==> config.mk <==
export PLATFORM = sky130hd
export DESIGN_NAME = pic_top
export DESIGN_NICKNAME = d
export VERILOG_FILES = /design/src/rtl/pic_pkg.sv /design/src/rtl/pic_mask_bank.sv /design/src/rtl/pic_arbiter.sv /design/src/rtl/pic_soft_reset.sv /design/src/rtl/pic_top.sv
export SDC_FILE = /design/constraint.sdc
export NUM_CORES = 2
export LEC_CHECK = 0
export BUFFER_PORTS_ARGS = -buffer_cell sky130_fd_sc_hd__buf_2
export CAP_MARGIN = 5
export CELL_PAD_IN_SITES_DETAIL_PLACEMENT = 2
export CELL_PAD_IN_SITES_GLOBAL_PLACEMENT = 2
export CORE_AREA = 2 2 511 513
export CTS_CLUSTER_DIAMETER = 30
export DETAILED_ROUTE_END_ITERATION = 7
export DIE_AREA = 0 0 513 515
export PLACE_DENSITY = 0.67
export SYNTH_ARGS = -nofsm -noshare
export SYNTH_HDL_FRONTEND = slang
export SYNTH_SLANG_ARGS = --single-unit
==> constraint.sdc <==
create_clock -name clk -period 231.2 [get_ports clk]
set_input_delay 23.12 -clock clk [delete_from_list [all_inputs] [get_ports clk]]
set_output_delay 23.12 -clock clk [all_outputs]
set_load 0.01 [all_outputs]
==> src/rtl/pic_pkg.sv <==
package pic_pkg;

    localparam int BANK_W = 32;
    localparam int PRIO_W = 6;
    localparam int ID_W   = 7;
    localparam int ADDR_W = 12;
    localparam int DATA_W = 32;
    localparam int BYTE_W = 8;

    localparam logic [ADDR_W-1:0] OFF_REV   = 12'h000;
    localparam logic [ADDR_W-1:0] OFF_CFG   = 12'h010;
    localparam logic [ADDR_W-1:0] OFF_STAT  = 12'h014;
    localparam logic [ADDR_W-1:0] OFF_ACT   = 12'h040;
    localparam logic [ADDR_W-1:0] OFF_CTRL  = 12'h048;
    localparam logic [ADDR_W-1:0] OFF_PROT  = 12'h04C;
    localparam logic [ADDR_W-1:0] OFF_IDLE  = 12'h050;
    localparam logic [ADDR_W-1:0] OFF_THR   = 12'h068;
    localparam logic [ADDR_W-1:0] OFF_BANK0 = 12'h080;
    localparam logic [ADDR_W-1:0] OFF_LVL0  = 12'h100;
    localparam int BANK_STRIDE = 32;

    typedef enum logic [2:0] {
        BP_NONE,
        BP_MASK,
        BP_CLR,
        BP_SET,
        BP_PEND
    } bank_port_e;

    typedef struct packed {
        logic            valid;
        logic [ID_W-1:0] id;
    } pick_t;

    function automatic bank_port_e bank_port(input logic [4:0] sub);
        case (sub)
            5'h04:   return BP_MASK;
            5'h08:   return BP_CLR;
            5'h0C:   return BP_SET;
            5'h18:   return BP_PEND;
            default: return BP_NONE;
        endcase
    endfunction

    function automatic logic [DATA_W-1:0] prio_word(input logic [PRIO_W-1:0] p);
        return {{(DATA_W-PRIO_W-2){1'b0}}, p, 2'b00};
    endfunction

endpackage

==> src/rtl/pic_mask_bank.sv <==
module pic_mask_bank
    import pic_pkg::*;
(
    input  logic              clk,
    input  logic              clr,
    input  logic              unmask_we,
    input  logic              mask_we,
    input  logic [BANK_W-1:0] bits,
    input  logic [BANK_W-1:0] src,
    output logic [BANK_W-1:0] mask_q,
    output logic [BANK_W-1:0] pend
);

    always_ff @(posedge clk) begin
        if (clr) begin
            mask_q <= '1;
        end else if (unmask_we) begin
            mask_q <= mask_q & ~bits;
        end else if (mask_we) begin
            mask_q <= mask_q | bits;
        end
    end

    assign pend = src & ~mask_q;

endmodule

==> src/rtl/pic_arbiter.sv <==
module pic_arbiter
    import pic_pkg::*;
#(
    parameter int N_SRC = 96
) (
    input  logic [N_SRC-1:0]             elig,
    input  logic [N_SRC-1:0][PRIO_W-1:0] prio,
    output pick_t                        win
);

    always_comb begin
        logic [PRIO_W-1:0] best;
        best = '1;
        win  = '0;
        for (int i = 0; i < N_SRC; i++) begin
            if (elig[i] && (!win.valid || prio[i] < best)) begin
                best      = prio[i];
                win.valid = 1'b1;
                win.id    = ID_W'(i);
            end
        end
    end

endmodule

==> src/rtl/pic_soft_reset.sv <==
module pic_soft_reset #(
    parameter int RST_CYC = 4
) (
    input  logic clk,
    input  logic rst,
    input  logic start,
    output logic busy,
    output logic done
);

    localparam int CW = $clog2(RST_CYC + 1);

    logic [CW-1:0] cnt;

    always_ff @(posedge clk) begin
        if (rst || start) begin
            cnt  <= CW'(RST_CYC);
            done <= 1'b0;
        end else if (cnt != '0) begin
            cnt <= cnt - 1'b1;
            if (cnt == CW'(1)) begin
                done <= 1'b1;
            end
        end
    end

    assign busy = (cnt != '0);

endmodule

==> src/rtl/pic_top.sv <==
module pic_top
    import pic_pkg::*;
#(
    parameter int N_SRC   = 96,
    parameter int RST_CYC = 4,
    parameter int REV_MAJ = 2,
    parameter int REV_MIN = 1
) (
    input  logic              clk,
    input  logic              rst,
    input  logic [N_SRC-1:0]  src_i,
    input  logic              wr_en,
    input  logic              rd_en,
    input  logic [11:0]       addr,
    input  logic [31:0]       wdata,
    output logic [31:0]       rdata,
    output logic              irq_o
);

    localparam int NBANK = N_SRC / BANK_W;

    logic                        busy;
    logic                        rst_done;
    logic                        clr;
    logic                        soft_start;
    logic                        ack_we;
    logic                        autoidle_q;
    logic [BYTE_W-1:0]           thr_q;
    logic [BYTE_W-1:0]           prot_q;
    logic [BYTE_W-1:0]           idle_q;
    logic [N_SRC-1:0][PRIO_W-1:0] lvl_q;
    logic [N_SRC-1:0]            lvl_hit;
    logic [N_SRC-1:0]            pend_all;
    logic [N_SRC-1:0]            elig;
    logic [NBANK-1:0]            bank_hit;
    logic [NBANK-1:0][BANK_W-1:0] mask_q;
    logic [NBANK-1:0][BANK_W-1:0] pend_q;
    bank_port_e                  port;
    pick_t                       win;
    pick_t                       held_q;
    logic [DATA_W-1:0]           rd_word;
    logic                        held_valid;
    logic [ID_W-1:0]             held_id;
    logic                        win_valid;
    logic [ID_W-1:0]             win_id;

    assign clr        = rst | busy;
    assign soft_start = wr_en && !busy && (addr == OFF_CFG) && wdata[1];
    assign ack_we     = wr_en && !busy && (addr == OFF_CTRL) && wdata[0];
    assign port       = bank_port(addr[4:0]);

    pic_soft_reset #(.RST_CYC(RST_CYC)) u_soft_reset (
        .clk   (clk),
        .rst   (rst),
        .start (soft_start),
        .busy  (busy),
        .done  (rst_done)
    );

    for (genvar b = 0; b < NBANK; b++) begin : g_bank
        localparam logic [ADDR_W-1:0] BASE = OFF_BANK0 + ADDR_W'(b * BANK_STRIDE);
        logic unmask_we;
        logic mask_we;
        assign bank_hit[b] = (addr[ADDR_W-1:5] == BASE[ADDR_W-1:5]);
        assign unmask_we   = wr_en && !busy && bank_hit[b] && (port == BP_CLR);
        assign mask_we     = wr_en && !busy && bank_hit[b] && (port == BP_SET);

        pic_mask_bank u_bank (
            .clk       (clk),
            .clr       (clr),
            .unmask_we (unmask_we),
            .mask_we   (mask_we),
            .bits      (wdata),
            .src       (src_i[b*BANK_W +: BANK_W]),
            .mask_q    (mask_q[b]),
            .pend      (pend_q[b])
        );
        assign pend_all[b*BANK_W +: BANK_W] = pend_q[b];
    end

    for (genvar i = 0; i < N_SRC; i++) begin : g_src
        assign lvl_hit[i] = (addr == OFF_LVL0 + ADDR_W'(4 * i));
        assign elig[i]    = pend_all[i] && ({2'b00, lvl_q[i]} < thr_q);
    end

    pic_arbiter #(.N_SRC(N_SRC)) u_arbiter (
        .elig (elig),
        .prio (lvl_q),
        .win  (win)
    );

    always_ff @(posedge clk) begin
        if (clr) begin
            thr_q      <= '1;
            prot_q     <= '0;
            idle_q     <= '0;
            autoidle_q <= 1'b0;
            lvl_q      <= '0;
        end else if (wr_en) begin
            if (addr == OFF_THR)  thr_q      <= wdata[BYTE_W-1:0];
            if (addr == OFF_PROT) prot_q     <= wdata[BYTE_W-1:0];
            if (addr == OFF_IDLE) idle_q     <= wdata[BYTE_W-1:0];
            if (addr == OFF_CFG)  autoidle_q <= wdata[0];
            for (int i = 0; i < N_SRC; i++) begin
                if (lvl_hit[i]) lvl_q[i] <= wdata[PRIO_W+1:2];
            end
        end
    end

    always_ff @(posedge clk) begin
        if (clr) begin
            held_q <= '0;
        end else if (ack_we) begin
            held_q <= '0;
        end else if (!held_q.valid && win.valid) begin
            held_q <= win;
        end
    end

    assign held_valid = held_q.valid;
    assign held_id    = held_q.id;
    assign win_valid  = win.valid;
    assign win_id     = win.id;
    assign irq_o      = held_valid;

    always_comb begin
        rd_word = '0;
        case (addr)
            OFF_REV:  rd_word = {{(DATA_W-BYTE_W){1'b0}}, 4'(REV_MAJ), 4'(REV_MIN)};
            OFF_CFG:  rd_word = {{(DATA_W-1){1'b0}}, autoidle_q};
            OFF_STAT: rd_word = {{(DATA_W-1){1'b0}}, rst_done};
            OFF_ACT:  rd_word = {{(DATA_W-ID_W){1'b0}}, held_id};
            OFF_PROT: rd_word = {{(DATA_W-BYTE_W){1'b0}}, prot_q};
            OFF_IDLE: rd_word = {{(DATA_W-BYTE_W){1'b0}}, idle_q};
            OFF_THR:  rd_word = {{(DATA_W-BYTE_W){1'b0}}, thr_q};
            default:  rd_word = '0;
        endcase
        for (int b = 0; b < NBANK; b++) begin
            if (bank_hit[b] && port == BP_MASK) rd_word = mask_q[b];
            if (bank_hit[b] && port == BP_PEND) rd_word = pend_q[b];
        end
        for (int i = 0; i < N_SRC; i++) begin
            if (lvl_hit[i]) rd_word = prio_word(lvl_q[i]);
        end
    end

    always_ff @(posedge clk) begin
        if (rst) begin
            rdata <= '0;
        end else if (rd_en) begin
            rdata <= rd_word;
        end
    end

endmodule

# After elaboration in Yosys (flattened, before gate mapping)
# Index checks and enable logic that the tools add are counted.
dict set report classes {
  n_addsub 1
  order_cmp 191
  eq_ne 115
  n_mux 301
  bitwise 14
  n_reduce_logical 512
}
# operator n
set ops {}
lappend ops {{$mux 32} 108}
lappend ops {{$eq 12x9->1 const B} 64}
lappend ops {{$lt 6x8->1} 96}
lappend ops {{$mux 8} 96}
lappend ops {{$lt 6x6->1} 95}
lappend ops {{$mux 6} 95}
lappend ops {{$eq 12x10->1 const B} 32}
lappend ops {{$logic_and 1x1->1} 212}
lappend ops {{$reduce_and 2->1} 101}
lappend ops {{$and 32x32->32} 6}
lappend ops {{$not 32->32} 4}
lappend ops {{$logic_not 1->1} 97}
lappend ops {{$logic_or 1x1->1} 96}
lappend ops {{$or 32x32->32} 3}
lappend ops {{$eq 12x7->1 const B} 5}
lappend ops {{$pmux 8 s7} 1}
lappend ops {{$eq 12x5->1 const B} 2}
lappend ops {{$eq 7x3->1 const B} 3}
lappend ops {{$logic_not 12->1} 1}
lappend ops {{$pmux 3 s4} 1}
lappend ops {{$eq 5x4->1 const B} 2}
lappend ops {{$eq 3x1->1 const B} 2}
lappend ops {{$eq 3x2->1 const B} 2}
lappend ops {{$reduce_bool 2->1} 3}
lappend ops {{7 further kinds} 7}
dict set report word_totals {
  regBits 741
  inputBits 144
  out_inout_bits 33
  elab_cells 1242
}

# Depth between registers and ports, before layout
dict set report logic_depth {
  word_depth 385
  ltp_mapped 930
  ltp_nobuf 876
}

# Modules after synthesis
# From an unflattened synthesis, not the netlist that was laid out.
dict set report hier_totals {
  cells_unflattened 10873
  area_unflattened_um2 81264.2
}
# module n_inst cells_per_inst area_each_um2 seq_area_each_um2
set modules_own_cells {}
lappend modules_own_cells {pic_top 1 5735 43885.8 12832.3}
lappend modules_own_cells {pic_arbiter 1 4690 32940.3 0.0}
lappend modules_own_cells {pic_mask_bank 3 142 1408.9 640.6}
lappend modules_own_cells {pic_soft_reset 1 22 211.5 80.1}

# Worst setup path after synthesis
# OpenSTA, ideal clock, no wires.
dict set report synth_path {
  path_kind {input to register}
  start {input src_i[0]}
  end {register held_q (netlist bit held_id[5])}
  setup_ns 0.130
  arrival_ns 179.485
  required_time_ns 231.070
  setup_slack_ns 51.585
  stages 854
  n_path_buf 56
  cell_sequence {and2b_2 -> o211ai_1 -> and2_1 -> clkbuf_16 -> nor2_1 -> ha_1 -> and2b_4 -> a22o_2 -> a211o_1 -> o211ai_4 -> nand2_1 -> o21ai_0 -> inv_1 -> ha_1 -> maj3_1 -> a211o_1 -> mux2i_1 -> nor2_1 -> [818 not listed] -> ha_1 -> and4_1 -> a21oi_1 -> nand2_1 -> a211oi_1 -> a21oi_4 -> mux2_4 -> ha_1 -> a21o_1 -> a21o_1 -> a21oi_1 -> nand3_1 -> nor2_1 -> o21ai_0 -> and3b_1 -> and4_4 -> a41oi_1 -> nor3_1}
}
dict set report synth_via {
  elab_chain_len 384
  elab_cells_between_ends 574
  cone_classes {order compare: 95; mux: 191; bitwise: 1; reduce/logical: 287}
}
# item line_no
set synth_lines {}
lappend synth_lines {{from (decl)} pic_top.sv:11} ;# input logic [N_SRC-1:0] src_i,
lappend synth_lines {{$and 32x32->32 (*)} pic_mask_bank.sv:24} ;# assign pend = src & ~mask_q;
lappend synth_lines {{$logic_and 1x1->1 (*)} pic_top.sv:83} ;# assign elig[i] = pend_all[i] && ({2'b00, lvl_q[i]} < thr_q);
lappend synth_lines {{$mux 6 / $mux 8 (equally long branches)} pic_arbiter.sv:16} ;# if (elig[i] && (!win.valid || prio[i] < best)) begin
lappend synth_lines {{$lt 6x6->1 / $logic_not 1->1 (equally long branches)} pic_arbiter.sv:16}
lappend synth_lines {{$logic_or 1x1->1} pic_arbiter.sv:16}
lappend synth_lines {{$logic_and 1x1->1} pic_arbiter.sv:16}
lappend synth_lines {{$mux 6 / $mux 8 (equally long branches)} pic_arbiter.sv:16}
lappend synth_lines {{$lt 6x6->1 / $logic_not 1->1 (equally long branches)} pic_arbiter.sv:16}
lappend synth_lines {{[368 not listed]} n/a}
lappend synth_lines {{$logic_or 1x1->1} pic_arbiter.sv:16}
lappend synth_lines {{$logic_and 1x1->1} pic_arbiter.sv:16}
lappend synth_lines {{$mux 6 / $mux 8 (equally long branches)} pic_arbiter.sv:16}
lappend synth_lines {{$lt 6x6->1 / $logic_not 1->1 (equally long branches)} pic_arbiter.sv:16}
lappend synth_lines {{$logic_or 1x1->1} pic_arbiter.sv:16}
lappend synth_lines {{$logic_and 1x1->1} pic_arbiter.sv:16}
lappend synth_lines {{$mux 8 (*)} pic_arbiter.sv:16}
lappend synth_lines {{$logic_and 1x1->1} pic_top.sv:115} ;# end else if (!held_q.valid && win.valid) begin
lappend synth_lines {{to (signal assigned)} pic_top.sv:116} ;# held_q <= win;
lappend synth_lines {{to (decl)} pic_top.sv:40} ;# pick_t held_q;
# Mark *: on every way between the ends. The rest lies on a longest branch, timed or not.
# A chain may end at the register's enable or synchronous reset.

==> results.json <==
{
  "status": "completed",
  "endpoint_kind": "flip-flop",
  "worstMarginPinSlew_ns": 1.297,
  "dp_hpwl_um": 353200,
  "start_util": 0.2986,
  "synthCells": 10359,
  "rrSetupSlack_ns": 42.62,
  "synth_nets": 11275,
  "synth-seq-cells": 741,
  "r2r_end": "held_id[5]$_SDFFE_PP0P_",
  "num_vias": 87703,
  "cts-resized-gates": 0,
  "wl_per_cell_um": 32.99,
  "slowest_delay_ns": 0.89,
  "fill_cells": 29771,
  "p_sw_mw": 0.1263,
  "finClkSkew_ns": 0.06252,
  "maxCapViolCount": 0,
  "drt_iter0_drc": 7521,
  "clk_latency_ns": 0.89,
  "cpMostUsedCell": "ha_1",
  "finalCritPeriodShare": 0.9072,
  "ir_worst_vdd_mv": 0.006352,
  "layout_common_cells": "nand2_1, a21oi_1, ha_1",
  "cts_buffers": 238,
  "num_rows": 187,
  "grt_overflow": 0,
  "hold_end": "prot_q[5]$_SDFFE_PP0P_",
  "startpoint_type": "input pin",
  "p_total_mw": 0.5224,
  "setup_violations": 0,
  "layout.cells.most_common": "nand2_1",
  "die_w_um": 513,
  "dpl_cell_area_um2": 80660,
  "postCtsSetupBuffers": 0,
  "leakagePower_nw": 38.25,
  "root_buffer": "clkbuf_16",
  "clock-sinks": 741,
  "postRouteAntennaNets": 0,
  "netSwitchingFraction": 0.2419,
  "pwr-share-clk": 0.708,
  "worstReg2RegStart": "thr_q[1]$_SDFFE_PP1P_",
  "holdCritPathClass": "flip-flop to flip-flop",
  "critPathArrivalTime_ns": 210.44,
  "clock_path_buffers": 3,
  "wl_um": 463900,
  "crit_slowest_cell": "o31ai_2",
  "grtUsageTotal": 0.3386,
  "whs_path_depth": 2,
  "max_freq_mhz": 4.768,
  "final.setup.tns_ns": 0,
  "critPathMaxFanout": 17,
  "die-area_um2": 264200,
  "portBuffers": 176,
  "final-hold-violation-count": 0,
  "cp.required_ns": 231.90,
  "power_density_nw_per_um2": 5.815,
  "design_area_um2": 89840,
  "holdBufCountCts": 0,
  "pwr-share-comb": 0.045,
  "multi_input_area_um2": 57870,
  "drv_slew": 0,
  "synth_cell_types": 208,
  "synth_area_um2": 77190,
  "yosys_warnings": 0,
  "dieHeight_um": 515,
  "ff_latch_area_um2": 14840,
  "core_area_um2": 258500,
  "drcViolationCount": 0,
  "fin_nets": 11323,
  "drive_gt1_frac": 0.1577,
  "p_int_mw": 0.3960,
  "slew_headroom": 0.1263,
  "grt_antenna_before_repair": 59,
  "ys_dominant_reg_cell": "dfxtp_1",
  "holdWs_ns": 0.4552,
  "via_per_inst": 6.237,
  "final_core_util": 0.3475,
  "dr.pass1.iters": 7,
  "power_frac_seq": 0.247,
  "synth-edff-count": 0,
  "cts_tree": "yes",
  "area_delta_synth_final_pct": 16.38,
  "ys_async_sr_fraction": 0,
  "min_from": "prot_q[5]$_SDFFE_PP0P_",
  "rsz0062_at_grt": "false",
  "grt_pass1_vias": 92528,
  "path_clk_slew_ns": 0.04,
  "grt_pass1_wl_um": 664000,
  "io_pins": 177,
  "worst-setup-path-type": "input pin to flip-flop",
  "place_congestion": 0.9946,
  "grt_max_degree": 188,
  "finalCriticalPeriod_ns": 209.74,
  "avgSynthCellArea_um2": 7.452,
  "synth.yosys.seq_area_share": 0.1922,
  "reg2reg_depth": 802,
  "h-tree-depth": 4
}
[synth_stat cells (156+ instances only)]
cell type,count,area [um^2]
nand2b_1,232,1451
nor2b_1,180,1126
ha_1,772,9659
nand3_1,744,3724
nor2_1,707,2654
a22oi_1,156,1171
mux2i_1,160,1602
inv_1,298,1119
o21ai_0,604,3023
clkbuf_1,387,1453
a21oi_1,1176,5886
nand2_1,1468,5510
dfxtp_1,741,14830
[worst max-delay path, delay by kind of cell]
kind	cells	cell delay [ns]
compound gates	465	112.15
buf+inv	24	1.91
fa+ha+maj	130	38.42
simple gates	259	52.69
mux	52	14.16
[stage by stage]
step | instances | worst slack [ns]
4_1_cts | 14023 | 23.49
3_5_place_dp | 13568 | 23.43
2_1_floorplan | 10359 | 51.58
5_1_grt | 14056 | 7.217
3_3_place_gp | 13568 | 30.89
6_report | 14061 | 21.46
[kinds of logic after synthesis]
kind of cell,share of synthesized area
adder cells (fa/ha/maj),0.1278
multiplexers,0.03845
buffers and inverters,0.05983
AO/OA/AOI/OAI,0.3076
XOR/XNOR,0.007715
flip-flops,0.1922
AND/OR/NAND/NOR,0.2664
[layout make-up]
| type | count | share of cell area |
|---|---|---|
| repair buffers | 378 | 0.02798 |
| clock buffers | 309 | 0.07375 |
| clock inverters | 146 | 0.02733 |
| diodes | 37 | 0.001031 |
| inverters | 301 | 0.01316 |
| flip-flops and latches | 741 | 0.1652 |
| well taps | 3402 | 0.04738 |
| multi-input cells | 8747 | 0.6442 |
[how the worst max path moves through the flow]
stage	startpoint	end	slack (ns)	depth (start not counted)
5_1_grt	src_i[0]	held_id[5]$_SDFFE_PP0P_	7.22	928
6_report	src_i[0]	held_id[5]$_SDFFE_PP0P_	21.46	930
3_3_place_gp	src_i[0]	held_id[5]$_SDFFE_PP0P_	30.89	1188
2_1_floorplan	src_i[0]	held_id[5]$_SDFFE_PP0P_	51.58	1188
3_5_place_dp	src_i[0]	held_id[5]$_SDFFE_PP0P_	23.43	946
4_1_cts	src_i[0]	held_id[5]$_SDFFE_PP0P_	23.49	929
[routing by layer]
metal  GRT usage  part of all wire
met1      0.4115              0.41
met2      0.5522              0.46
met3     0.04950             0.058
met4      0.2295             0.075
met5           0           0.00031
[power groups by stage]
stage	registers, mW	clock network [mW]	logic [mW]
6_report	0.129	0.370	0.0235
5_1_grt	0.129	0.381	0.0239
4_1_cts	0.129	0.372	0.0229
3_5_place_dp	0.131	0	0.0226
3_3_place_gp	0.131	0	0.0224
2_1_floorplan	0.131	0	0.0116
No activity file was read; power rests on OpenSTA's default activity.
